## src/rtl/crypto_fe_pkg.sv

```systemverilog
package crypto_fe_pkg;
  typedef enum logic [1:0] {ST_IDLE, ST_BUSY, ST_WAIT} eng_state_t;

  localparam int unsigned ADR_CTRL  = 0;
  localparam int unsigned ADR_FETCH = 1;
  localparam int unsigned ADR_DEST  = 2;
  localparam int unsigned ADR_LEN   = 3;
  localparam int unsigned ADR_MD0   = 4;
  localparam int unsigned ADR_START = 8;
  localparam int unsigned ADR_STAT  = 9;
  localparam int unsigned ADR_CLR   = 10;
  localparam int unsigned ADR_PUSH  = 11;
  localparam int unsigned ADR_MDCLR = 12;
  localparam int unsigned ADR_INFO  = 13;

  function automatic logic [5:0] full_outlen(input logic fam, input logic [1:0] alg);
    logic [5:0] r;
    case (alg)
      2'd0:    r = fam ? 6'd47 : 6'd15;
      2'd1:    r = fam ? 6'd63 : 6'd19;
      2'd2:    r = 6'd27;
      default: r = 6'd31;
    endcase
    return r;
  endfunction

  function automatic logic [8:0] key_bits(input logic [1:0] ks);
    logic [8:0] r;
    case (ks)
      2'd0:    r = 9'd128;
      2'd1:    r = 9'd192;
      2'd2:    r = 9'd256;
      default: r = 9'd0;
    endcase
    return r;
  endfunction

  function automatic logic [31:0] bswap32(input logic [31:0] d);
    return {d[7:0], d[15:8], d[23:16], d[31:24]};
  endfunction
endpackage

```

## src/rtl/crypto_fe_lenchk.sv

```systemverilog
module crypto_fe_lenchk (
  input  logic       hash_sel,
  input  logic [1:0] mode,
  input  logic       more_in,
  input  logic [3:0] len_lo,
  output logic       len_ok
);
  logic mult8, mult16, stream_mode;

  always_comb begin
    mult8       = (len_lo[2:0] == 3'd0);
    mult16      = (len_lo == 4'd0);
    stream_mode = mode[1];
    if (hash_sel) len_ok = !more_in || mult8;
    else          len_ok = mult16 || (!more_in && stream_mode);
  end
endmodule

```

## src/rtl/crypto_fe_seq.sv

```systemverilog
module crypto_fe_seq #(
  parameter int unsigned DONE_LAT = 8
) (
  input  logic clk,
  input  logic rst,
  input  logic start_wr,
  input  logic len_ok,
  input  logic more_in,
  input  logic irq_en,
  input  logic irq_clr,
  output logic inactive,
  output logic wait_in,
  output logic irq_st,
  output logic len_err
);
  import crypto_fe_pkg::*;
  localparam int unsigned CNT_W = $clog2(DONE_LAT + 1);

  eng_state_t st;
  logic [CNT_W-1:0] cnt;
  logic more_q, accept, done;

  assign accept   = start_wr && (st != ST_BUSY) && len_ok;
  assign done     = (st == ST_BUSY) && (cnt == '0);
  assign inactive = (st == ST_IDLE);
  assign wait_in  = (st == ST_WAIT);

  always_ff @(posedge clk) begin
    if (rst) begin
      st      <= ST_IDLE;
      cnt     <= '0;
      more_q  <= 1'b0;
      irq_st  <= 1'b0;
      len_err <= 1'b0;
    end else begin
      if (accept) len_err <= 1'b0;
      else if (start_wr) len_err <= 1'b1;
      if (accept) begin
        st     <= ST_BUSY;
        cnt    <= CNT_W'(DONE_LAT - 1);
        more_q <= more_in;
      end else if (done) begin
        st <= more_q ? ST_WAIT : ST_IDLE;
      end else if (st == ST_BUSY) begin
        cnt <= cnt - 1'b1;
      end
      if (done && irq_en) irq_st <= 1'b1;
      else if (irq_clr)   irq_st <= 1'b0;
    end
  end

  a_r4_busy_holds: assert property (@(posedge clk) disable iff (rst)
    (st == ST_BUSY && cnt != '0) |=> st == ST_BUSY);
  a_r5_wait_after_more: assert property (@(posedge clk) disable iff (rst)
    (done && more_q) |=> wait_in && !inactive);
  a_r6_busy_reject: assert property (@(posedge clk) disable iff (rst)
    (start_wr && st == ST_BUSY) |=> len_err);
  a_r6_accept_clears: assert property (@(posedge clk) disable iff (rst)
    accept |=> !len_err && st == ST_BUSY);
  a_r7_irq_sticky: assert property (@(posedge clk) disable iff (rst)
    (irq_st && !irq_clr) |=> irq_st);
  a_r7_irq_gated: assert property (@(posedge clk) disable iff (rst)
    $rose(irq_st) |-> $past(irq_en) && $past(st == ST_BUSY));
endmodule

```

## src/rtl/crypto_fe_mdata.sv

```systemverilog
module crypto_fe_mdata #(
  parameter int unsigned NWORDS = 4
) (
  input  logic                   clk,
  input  logic                   rst,
  input  logic                   clr,
  input  logic                   push,
  input  logic [31:0]            wdata,
  output logic [NWORDS-1:0][31:0] words
);
  import crypto_fe_pkg::*;
  localparam int unsigned PTR_W = $clog2(NWORDS);

  logic [PTR_W:0]   left;
  logic [PTR_W-1:0] idx;
  assign idx = PTR_W'(left - 1'b1);

  always_ff @(posedge clk) begin
    if (rst || clr) begin
      words <= '0;
      left  <= (PTR_W+1)'(NWORDS);
    end else if (push && left != '0) begin
      words[idx] <= bswap32(wdata);
      left       <= left - 1'b1;
    end
  end

  a_r8_clear_zero: assert property (@(posedge clk) disable iff (rst)
    clr |=> words == '0);
  a_r8_full_drop: assert property (@(posedge clk) disable iff (rst)
    (left == '0 && push && !clr) |=> $stable(words));
endmodule

```

## src/rtl/crypto_fe_top.sv

```systemverilog
module crypto_fe_top #(
  parameter int unsigned ADR_W    = 4,
  parameter int unsigned LEN_W    = 16,
  parameter int unsigned NWORDS   = 4,
  parameter int unsigned DONE_LAT = 8
) (
  input  logic             clk,
  input  logic             rst,
  input  logic             bus_wr,
  input  logic             bus_rd,
  input  logic [ADR_W-1:0] bus_addr,
  input  logic [31:0]      bus_wdata,
  output logic [31:0]      bus_rdata,
  output logic             irq
);
  import crypto_fe_pkg::*;
  localparam int unsigned CTRL_W = 16;
  localparam int unsigned PTR_W  = $clog2(NWORDS);

  logic [CTRL_W-1:0] ctrl_q;
  logic [31:0]       fetch_q, dest_q;
  logic [LEN_W-1:0]  len_q;
  logic [NWORDS-1:0][31:0] md_words;
  logic len_ok, inactive, wait_in, irq_st, len_err;
  logic start_wr, clr_wr, push_wr, mdclr_wr;
  logic [PTR_W-1:0] md_idx;

  assign start_wr = bus_wr && bus_addr == ADR_W'(ADR_START) && bus_wdata[0];
  assign clr_wr   = bus_wr && bus_addr == ADR_W'(ADR_CLR)   && bus_wdata[0];
  assign push_wr  = bus_wr && bus_addr == ADR_W'(ADR_PUSH);
  assign mdclr_wr = bus_wr && bus_addr == ADR_W'(ADR_MDCLR);
  assign md_idx   = PTR_W'(bus_addr - ADR_W'(ADR_MD0));

  always_ff @(posedge clk) begin
    if (rst) begin
      ctrl_q  <= '0;
      fetch_q <= '0;
      dest_q  <= '0;
      len_q   <= '0;
    end else if (bus_wr) begin
      case (bus_addr)
        ADR_W'(ADR_CTRL):  ctrl_q  <= bus_wdata[CTRL_W-1:0];
        ADR_W'(ADR_FETCH): fetch_q <= bus_wdata;
        ADR_W'(ADR_DEST):  dest_q  <= bus_wdata;
        ADR_W'(ADR_LEN):   len_q   <= bus_wdata[LEN_W-1:0];
        default: ;
      endcase
    end
  end

  crypto_fe_lenchk u_lenchk (
    .hash_sel(ctrl_q[0]), .mode(ctrl_q[2:1]), .more_in(ctrl_q[7]),
    .len_lo(len_q[3:0]), .len_ok(len_ok)
  );

  crypto_fe_seq #(.DONE_LAT(DONE_LAT)) u_seq (
    .clk(clk), .rst(rst), .start_wr(start_wr), .len_ok(len_ok),
    .more_in(ctrl_q[7]), .irq_en(ctrl_q[8]), .irq_clr(clr_wr),
    .inactive(inactive), .wait_in(wait_in), .irq_st(irq_st), .len_err(len_err)
  );

  crypto_fe_mdata #(.NWORDS(NWORDS)) u_mdata (
    .clk(clk), .rst(rst), .clr(mdclr_wr), .push(push_wr),
    .wdata(bus_wdata), .words(md_words)
  );

  always_ff @(posedge clk) begin
    if (rst) begin
      bus_rdata <= '0;
    end else if (bus_rd) begin
      bus_rdata <= '0;
      case (bus_addr)
        ADR_W'(ADR_CTRL):  bus_rdata <= 32'(ctrl_q);
        ADR_W'(ADR_FETCH): bus_rdata <= fetch_q;
        ADR_W'(ADR_DEST):  bus_rdata <= dest_q;
        ADR_W'(ADR_LEN):   bus_rdata <= 32'(len_q);
        ADR_W'(ADR_STAT):  bus_rdata <= {28'd0, len_err, irq_st, wait_in, inactive};
        ADR_W'(ADR_INFO):  bus_rdata <= {15'd0, key_bits(ctrl_q[6:5]), 2'd0,
                                         full_outlen(ctrl_q[1], ctrl_q[4:3])};
        default:
          if (bus_addr >= ADR_W'(ADR_MD0) && bus_addr < ADR_W'(ADR_MD0 + NWORDS))
            bus_rdata <= md_words[md_idx];
      endcase
    end
  end

  assign irq = irq_st;

  a_r1_reset_idle: assert property (@(posedge clk) rst |=> inactive && !irq);
  a_r4_single_state: assert property (@(posedge clk) disable iff (rst)
    !(inactive && wait_in));
endmodule

```

## config.mk

```make
export PLATFORM = sky130hd
export DESIGN_NAME = crypto_fe_top
export DESIGN_NICKNAME = d
export VERILOG_FILES = /design/src/rtl/crypto_fe_pkg.sv /design/src/rtl/crypto_fe_lenchk.sv /design/src/rtl/crypto_fe_seq.sv /design/src/rtl/crypto_fe_mdata.sv /design/src/rtl/crypto_fe_top.sv
export SDC_FILE = /design/constraint.sdc
export NUM_CORES = 1
export LEC_CHECK = 0
export BUFFER_PORTS_ARGS = -buffer_cell sky130_fd_sc_hd__buf_2
export CORE_MARGIN = 4
export CORE_UTILIZATION = 60
export DETAILED_ROUTE_END_ITERATION = 16
export PLACE_DENSITY = 0.79
export SLEW_MARGIN = 10
export SYNTH_ARGS = -nofsm -noshare
export SYNTH_HDL_FRONTEND = slang
export SYNTH_HIERARCHICAL = 1
export SYNTH_SLANG_ARGS = --single-unit
```

## constraint.sdc

```tcl
create_clock -name clk -period 4.9 [get_ports clk]
set_clock_uncertainty 0.1 [all_clocks]
set_input_delay 0.735 -clock clk [delete_from_list [all_inputs] [get_ports clk]]
set_output_delay 0.735 -clock clk [all_outputs]
set_load 0.02 [all_outputs]
```

==> results of run 1 <==
[critical path: cells and delay by family]
| family | cells | cell delay (ps) |
|---|---|---|
| compound gates | 1 | 140 |
| buf+inv | 2 | 850 |
| simple gates | 4 | 1580 |
[Yosys cell counts, types with 2 or more instances]
library cell    n  area [sq um]
nand2_1       466          1750
dfxtp_1       268          5370
a21oi_1       153           766
a21oi_2        79           692
mux4_2         43           968
nor2_1         42           158
clkbuf_1       39           146
buf_2          33           165
a211oi_1       22           165
buf_4          19           143
buf_6          18           203
a22oi_1        17           128
a22o_1         15           131
mux2i_1        12           120
inv_1          11          41.3
nand3_1        11          55.1
o21ai_0        10          50.1
ha_1            8           100
nor2b_1         7          43.8
a31oi_1         5          31.3
and3b_1         5          43.8
nand2b_1        5          31.3
and3_1          4          25.0
nand3b_1        4          30.0
nand4_1         4          25.0
or3_1           4          25.0
a311oi_1        3          26.3
mux2_2          3          33.8
nor3_1          3          15.0
nor3b_1         3          22.5
a211o_1         2          17.5
a221oi_1        2          17.5
and4_1          2          17.5
buf_1           2          7.51
o22ai_1         2          12.5
or4_1           2          15.0
[power by group through the flow]
stage / registers [mW] / clock network, mW / logic [mW]
floorplan: 2.27 / 0 / 0.165
global placement: 2.26 / 0 / 0.265
detailed placement: 2.26 / 0 / 0.268
CTS: 2.22 / 2.11 / 0.270
global route: 2.22 / 2.22 / 0.290
finish: 2.22 / 2.09 / 0.274
[final cells by class]
class	instances	area, sq um	area share (%)
multi-input cells	956	5700	44.3
well taps	260	325	2.53
flip-flops and latches	268	5370	41.7
repair buffers	94	543	4.22
clock buffers	41	811	6.29
clock inverters	8	93.8	0.729
inverters	11	41.3	0.321
[metal layers]
layer	global-route usage (%)	up-vias	wire (um)
met5	0	-	7
met2	47.2	492	14800
li1	-	4609	-
met4	12.2	2	1420
met1	39.7	4722	13600
met3	4.94	106	2900
[stage by stage]
step	instance area (sq um)	cells	setup slack (ps)	power [mW]
floorplan	11800	1346	2260	2.44
global placement	12000	1589	1590	2.53
detailed placement	12000	1589	1460	2.53
CTS	12900	1638	1970	4.60
global route	12900	1638	1750	4.73
finish	12900	1638	1920	4.58
[final timing paths]
| path | from | end | slack, ps |
|---|---|---|---|
| worst max-delay path | bus_addr[1] | u_mdata/words[44]$_SDFFE_PP0P_ | 1920 |
| worst min-delay path | u_mdata/words[5]$_SDFFE_PP0P_ | u_mdata/words[5]$_SDFFE_PP0P_ | 350 |
| worst max register to register | u_mdata/left[0]$_SDFFE_PP0P_ | u_mdata/words[44]$_SDFFE_PP0P_ | 2270 |
| worst min register to register | u_mdata/words[5]$_SDFFE_PP0P_ | u_mdata/words[5]$_SDFFE_PP0P_ | 350 |
[kinds of logic (layout without fill, tap and decap cells)]
family / after synthesis / in the layout / share of synthesized area (%)
simple gates: 567 / 567 / 19.7
mux: 59 / 59 / 9.67
fa+ha+maj: 8 / 8 / 0.851
flops: 268 / 268 / 45.6
xor+xnor: 1 / 1 / 0.0745
buf+inv: 122 / 154 / 6.00
compound gates: 321 / 321 / 18.2
[flip-flops by register name, indices dropped and copies added, names as in the netlist]
register,count
u_seq/cnt,4
len_q,16
ctrl_q,16
u_seq/st,2
dest_q,32
fetch_q,32
u_mdata/words,128
u_seq/len_err,1
u_seq/more_q,1
u_mdata/left,3
u_seq/irq_st,1
bus_rdata,32
==> flow_summary.yaml, run 1 <==
clocking:
  postCtsSetupBuffers: 0
  cts_buffer_depth: 3
  clk_latency_ps: 530
  postCtsHoldBufs: 0
  cts_tree: "yes"
  cts.sinks: 268
  cts-htree-levels: 1
  ctsResizeCount: 0
  clk_root_buffer_cell: "clkbuf_16"
  cts_buffers: 28
  path_clk_slew_ps: 60
status:
  status: "finished clean"
critical_path:
  rr_worst_depth: 7
  slowest_delay_ps: 930
  crit_path_end_kind: "register"
  cp-start-kind: "input port"
  cp.required_ps: 5260
  crit_fanout: 25
  critPathKind: "in2reg"
  worstPathCellList: "buf_2 -> nand4_1 -> nor2_1 -> and3b_1 -> buf_4 -> nand2_1 -> a21oi_2"
  cp_data_arrival_time_ps: 3340
  slowest_stage: "and3b_1"
synthesis:
  synth_seq_cells: 268
  async_flop_share_pct: 0
  synth_edf_count: 0
  synth_area_sq_mm: 0.0118
  synth_nets: 1394
  yosys_warnings: 6
  ys_seq_area_share_pct: 45.6
  avgSynthCellArea_sq_um: 8.74
  postSynthCellCount: 1346
  synthFlopType: "dfxtp_1"
  synthDistinctLibCells: 54
power_and_ir_drop:
  vdd_drop_max_mv: 0.257
  p_clk_share_pct: 45.7
  power.switching_mw: 1.06
  pwr-share-comb_pct: 6.0
  powerDensity_mw_per_mm2: 356
  switching_share_pct: 23.2
  power_leakage_nw: 4.34
  p_int_mw: 3.52
  pwr-share-seq_pct: 48.4
timing:
  final_hold_viol_count: 0
  rsz0062_at_grt: "no"
  slew_viol_final: 0
  relSlewSlack_pct: 30.8
  fin_crit_ps: 2980
  setup-tns-final_ps: 0
  finalSetupViolations: 0
  clock.fmax_mhz: 336
  period_share_pct: 60.8
  holdWs_ps: 354
  worst_pin_slew_ps: 1040
finish:
  mostFrequentLayoutCell: "nand2_1"
  final_cell_mix: "nand2_1, dfxtp_1, a21oi_1"
  drive_gt1_share_pct: 19.2
  nets: 1407
  utilization_pct: 67.7
  fillers: 1588
  num_antenna_cells: 0
  syn2layout_area_growth_pct: 9.46
worst_hold_path:
  hp-class: "reg2reg"
  whs_path_depth: 2
flow_run:
  cap_violations: 0
routing:
  wl_per_cell_um: 19.9
  drtIter0Drc: 998
  num_vias: 9931
  drtPass1Iterations: 6
  wirelength_mm: 32.7
  postRouteAntennaNets: 0
  drt-vias-per-instance: 6.06
  drc_errors: 0
placed_design:
  dpl.hpwl_mm: 20.7
  io_buffers: 72
  gp_congestion: 0.848
grt:
  grt_pass1_vias: 9633
  grt_max_degree: 70
  antenna_found_initial: 1
  overflow: 0
  grt_pass1_wl_mm: 51.8
  grt_usage_pct: 29.4
floorplanning:
  fp-row-count: 50
  die_area_sq_mm: 0.0219
  die_h_um: 148
  start_util_pct: 61.9
  ios: 73
  die_x_um: 148
  core_sq_mm: 0.0190
Power figures use the tool's default switching activity.
==> run 2: changes to the inputs <==
- clock period: 4.9 -> 3.1 ns (I/O delays scaled with it)
==> run 2 against run 1 <==
  * Clock power is 62% higher
  * Highest routed layer is now met4
  * Sequential power is 58% higher
  * Via count is 1.6% higher
  * Final area is 1.9% higher
  * Wire length is 1.4% higher
  * Critical path type is now reg2reg
  * Largest cell class unchanged
  * Critical path depth stayed put
  * Clock-buffer cell count is 1 higher
==> flow_summary.yaml, run 2 (synthesis results as in run 1) <==
timing:
  final_hold_viol_count: 0
  fin_crit_ps: 2090
  setup-tns-final_ps: 0
  relSlewSlack_pct: 48.9
  worst_pin_slew_ps: 765
  clock.fmax_mhz: 478
  rsz0062_at_grt: "no"
  period_share_pct: 67.5
  slew_viol_final: 0
  finalSetupViolations: 0
clocking:
  cts_buffers: 27
  clk_latency_ps: 530
  cts_buffer_depth: 3
  cts_tree: "yes"
  cts.sinks: 268
  path_clk_slew_ps: 60
  clk_root_buffer_cell: "clkbuf_16"
  postCtsHoldBufs: 0
  postCtsSetupBuffers: 0
  cts-htree-levels: 1
  ctsResizeCount: 0
floorplanning:
  die_h_um: 148
  ios: 73
  core_sq_mm: 0.0190
  die_area_sq_mm: 0.0219
  start_util_pct: 61.9
  fp-row-count: 50
  die_x_um: 148
power_and_ir_drop:
  pwr-share-comb_pct: 6.1
  total_power_mw: 7.34
  power.switching_mw: 1.67
  power_leakage_nw: 4.47
  pwr-share-seq_pct: 47.8
  p_int_mw: 5.67
  p_clk_share_pct: 46.1
  vdd_drop_max_mv: 0.449
  powerDensity_mw_per_mm2: 559
  switching_share_pct: 22.7
critical_path:
  critPathKind: "reg2reg"
  cp_data_arrival_time_ps: 2450
  crit_path_end_kind: "register"
  crit_fanout: 32
  cp-start-kind: "register"
  cp.required_ps: 3460
routing:
  wl_per_cell_um: 20.0
  drc_errors: 0
  wirelength_mm: 33.1
  drt-vias-per-instance: 6.09
  postRouteAntennaNets: 0
  drtPass1Iterations: 5
  drtIter0Drc: 1045
  num_vias: 10100
placed_design:
  dpl.hpwl_mm: 21.2
  io_buffers: 72
  gp_congestion: 0.885
worst_hold_path:
  hp-class: "in2reg"
status:
  status: "finished clean"
grt:
  grt_max_degree: 132
  grt_pass1_vias: 9983
  overflow: 0
  antenna_found_initial: 0
  grt_usage_pct: 29.8
  grt_pass1_wl_mm: 52.8
finish:
  final_cell_mix: "nand2_1, dfxtp_1, a21oi_1"
  nets: 1427
  mostFrequentLayoutCell: "nand2_1"
  num_antenna_cells: 0
  largest-register: "u_mdata/words"
  largest_reg_flops: 128
  fillers: 1524
  drive_gt1_share_pct: 20.5
  syn2layout_area_growth_pct: 11.5
flow_run:
  cap_violations: 0
## run 2: changes by cell type in the layout (fill, tap and decap cells not counted), sizes merged
cell	delta
bufinv	+1
clkinvlp	+1
clkbuf	+1
clkinv	-5
buf	+21
## run 2: worst max-delay path, stage by stage, from the launching register on
cell and delay (ps):
dfxtp_1 400, inv_1 100, ha_1 210, ha_1 260
and3b_1 230, buf_4 440, nand2_1 140, a21oi_2 140
## run 2: worst paths after layout
kind / slack [ps] / cells after the start / to / startpoint
setup / recovery: 1010 / 7 / u_mdata/words[40]$_SDFFE_PP0P_ / u_mdata/left[0]$_SDFFE_PP0P_
hold / removal: 130 / 3 / dest_q[30]$_SDFFE_PP0P_ / bus_wdata[30]
setup reg to reg: 1010 / 7 / u_mdata/words[40]$_SDFFE_PP0P_ / u_mdata/left[0]$_SDFFE_PP0P_
hold reg to reg: 350 / 2 / len_q[8]$_SDFFE_PP0P_ / len_q[8]$_SDFFE_PP0P_
## run 2: final cells by class
cell class | count | area (sq um) | share of cell area, %
Clock buffer | 42 | 822 | 6.27
Clock inverter | 5 | 103 | 0.782
Inverter | 11 | 41.3 | 0.315
Multi-Input combinational cell | 956 | 5700 | 43.4
Sequential cell | 268 | 5370 | 40.9
Tap cell | 260 | 325 | 2.48
Timing Repair Buffer | 115 | 763 | 5.82
## run 2: metal layers
layer / vias up / wire length [um] / track usage [%]
met2: 488 / 15500 / 48.3
met5: - / 0 / 0
met1: 4872 / 13200 / 39.8
met3: 86 / 3310 / 5.82
met4: 0 / 1140 / 11.2
li1: 4647 / - / -
## run 2: power groups by stage
stage / clock network (mW) / registers [mW] / logic [mW]
6_report: 3.38 / 3.51 / 0.447
5_1_grt: 3.55 / 3.51 / 0.476
4_1_cts: 3.41 / 3.51 / 0.439
3_5_place_dp: 0 / 3.58 / 0.438
3_3_place_gp: 0 / 3.58 / 0.434
2_1_floorplan: 0 / 3.59 / 0.261
## run 2: stage by stage
step           worst slack, ps  instance area [sq um]  util (%)  std cells  hold WS, ps
2_1_floorplan              732                  11800         -       1346          332
3_3_place_gp               609                  12200      64.1       1610          338
3_5_place_dp               565                  12200      64.1       1610          342
4_1_cts                   1050                  13100      69.0       1657          125
5_1_grt                    881                  13100      69.0       1657          135
6_report                  1010                  13100      69.0       1657          133
==> run 3: changes to the inputs <==
- clock period: 3.1 -> 2.15 ns (I/O delays scaled with it)
==> run 3 against run 2 <==
  * Hold slack got worse by 110 ps
  * Fmax rose by 6.9%
  * Core utilization rose by 3.6 points
  * Sequential share of layout area fell by 2.0 points
  * Register-to-register slack got worse by 810 ps
  * Non-clock buffer count rose by 52
  * Power rose by 55%
  * Clock power rose by 65%
  * Final cell count rose by 3.3%
==> flow_summary.yaml, run 3 (synthesis results as in run 1) <==
status:
  status: "finished clean"
timing:
  clock.fmax_mhz: 511
  relSlewSlack_pct: 54.9
  finalSetupViolations: 0
  holdWs_ps: 17.9
  final_hold_viol_count: 0
  setup-tns-final_ps: 0
  period_share_pct: 91.0
  rsz0062_at_grt: "no"
  fin_crit_ps: 1960
  worst_pin_slew_ps: 677
  slew_viol_final: 0
clocking:
  path_clk_slew_ps: 60
  cts.sinks: 268
  clk_latency_ps: 540
  clk_root_buffer_cell: "clkbuf_16"
  cts-htree-levels: 1
  postCtsSetupBuffers: 0
  cts_buffer_depth: 3
  cts_buffers: 27
  cts_tree: "yes"
finish:
  drive_gt1_share_pct: 22.5
  largest-register: "u_mdata/words"
  final_cell_mix: "nand2_1, dfxtp_1, a21oi_1"
  num_antenna_cells: 0
  fillers: 1448
  largest_reg_flops: 128
  syn2layout_area_growth_pct: 17.3
  nets: 1479
  stdcell_count: 1712
  multi_input_area_sq_mm: 0.00570
  seq_area_sq_mm: 0.00537
  mostFrequentLayoutCell: "nand2_1"
routing:
  drtIter0Drc: 982
  drtPass1Iterations: 5
  postRouteAntennaNets: 0
  wl_per_cell_um: 19.9
  num_vias: 10400
  drc_errors: 0
  drt-vias-per-instance: 6.05
  wirelength_mm: 34.0
critical_path:
  cp_data_arrival_time_ps: 2320
  critPathKind: "reg2reg"
  cp.required_ps: 2510
  crit_fanout: 20
  cp-start-kind: "register"
  crit_path_end_kind: "register"
floorplanning:
  die_h_um: 148
  ios: 73
  core_sq_mm: 0.0190
  die_area_sq_mm: 0.0219
  die_x_um: 148
  start_util_pct: 61.9
  fp-row-count: 50
grt:
  grt_max_degree: 65
  grt_usage_pct: 30.7
  grt_pass1_vias: 10100
  overflow: 0
  antenna_found_initial: 0
  grt_pass1_wl_mm: 54.0
power_and_ir_drop:
  vdd_drop_max_mv: 0.828
  powerDensity_mw_per_mm2: 823
  total_power_mw: 11.4
  power_leakage_nw: 4.81
placed_design:
  io_buffers: 72
  gp_congestion: 0.892
  dpl.hpwl_mm: 22.2
  dp.cells: 1642
worst_hold_path:
  hp-class: "in2reg"
flow_run:
  cap_violations: 0
[run 3: cell types whose count changed in the layout (fill, tap and decap cells not counted), moves of 6 or more]
| cell | change |
|---|---|
| bufinv_16 | +7 |
| dlygate4sd3_1 | +20 |
| buf_12 | +8 |
| clkbuf_8 | -7 |
| buf_4 | +24 |
| clkinv_2 | +6 |
[run 3: worst paths after layout]
check / slack, ps / start / to / depth (start not counted)
max: 190 / u_mdata/left[0]$_SDFFE_PP0P_ / u_mdata/words[108]$_SDFFE_PP0P_ / 7
min: 20 / bus_wdata[5] / len_q[5]$_SDFFE_PP0P_ / 3
max reg2reg: 190 / u_mdata/left[0]$_SDFFE_PP0P_ / u_mdata/words[108]$_SDFFE_PP0P_ / 7
min reg2reg: 350 / bus_rdata[6]$_SDFFE_PP0P_ / bus_rdata[6]$_SDFFE_PP0P_ / 2
[run 3: stage by stage]
stage               util, %  cell area [sq um]  setup WS [ps]
floorplan                 -              11800           41.4
global placement       65.9              12500            117
detailed placement     65.9              12500            112
CTS                    72.6              13800            229
global route           72.6              13800            101
finish                 72.6              13800            193
[run 3: power by group]
| part | total [mW] | internal [mW] | leakage, nW | switching, mW |
|---|---|---|---|---|
| Clock | 5.59 | 3.57 | 0.526 | 2.02 |
| Combinational | 0.726 | 0.257 | 2.12 | 0.470 |
| Sequential | 5.05 | 5.02 | 2.16 | 0.0320 |
[run 3: timing repair]
item / CTS / global route
hold endpoints to repair: 71 / 0
resized for setup: 0 / 0
hold buffers: 20 / 0
[run 3: layout make-up]
cell class	count	area share, %
clock inverter	20	2.61
sequential	268	38.9
clock buffer	30	5.12
inverter	11	0.299
multi-input combinational	956	41.3
tap	260	2.36
timing repair buffer	167	9.44
[run 3: metal layers]
| layer | vias to the layer above | track usage (%) | share of wire [%] |
|---|---|---|---|
| li1 | 4759 | - | - |
| met1 | 4932 | 40.8 | 39 |
| met2 | 552 | 50.6 | 47 |
| met3 | 109 | 5.15 | 9.6 |
| met4 | 0 | 11.4 | 3.9 |
| met5 | - | 0 | 0 |
[run 3: worst max-delay path, stage by stage, from the launching register on]
cell and delay (ps):
dfxtp_1 400, inv_1 110, ha_1 210, ha_1 260
and3b_1 350, buf_12 200, nand2_1 100, a21oi_2 150
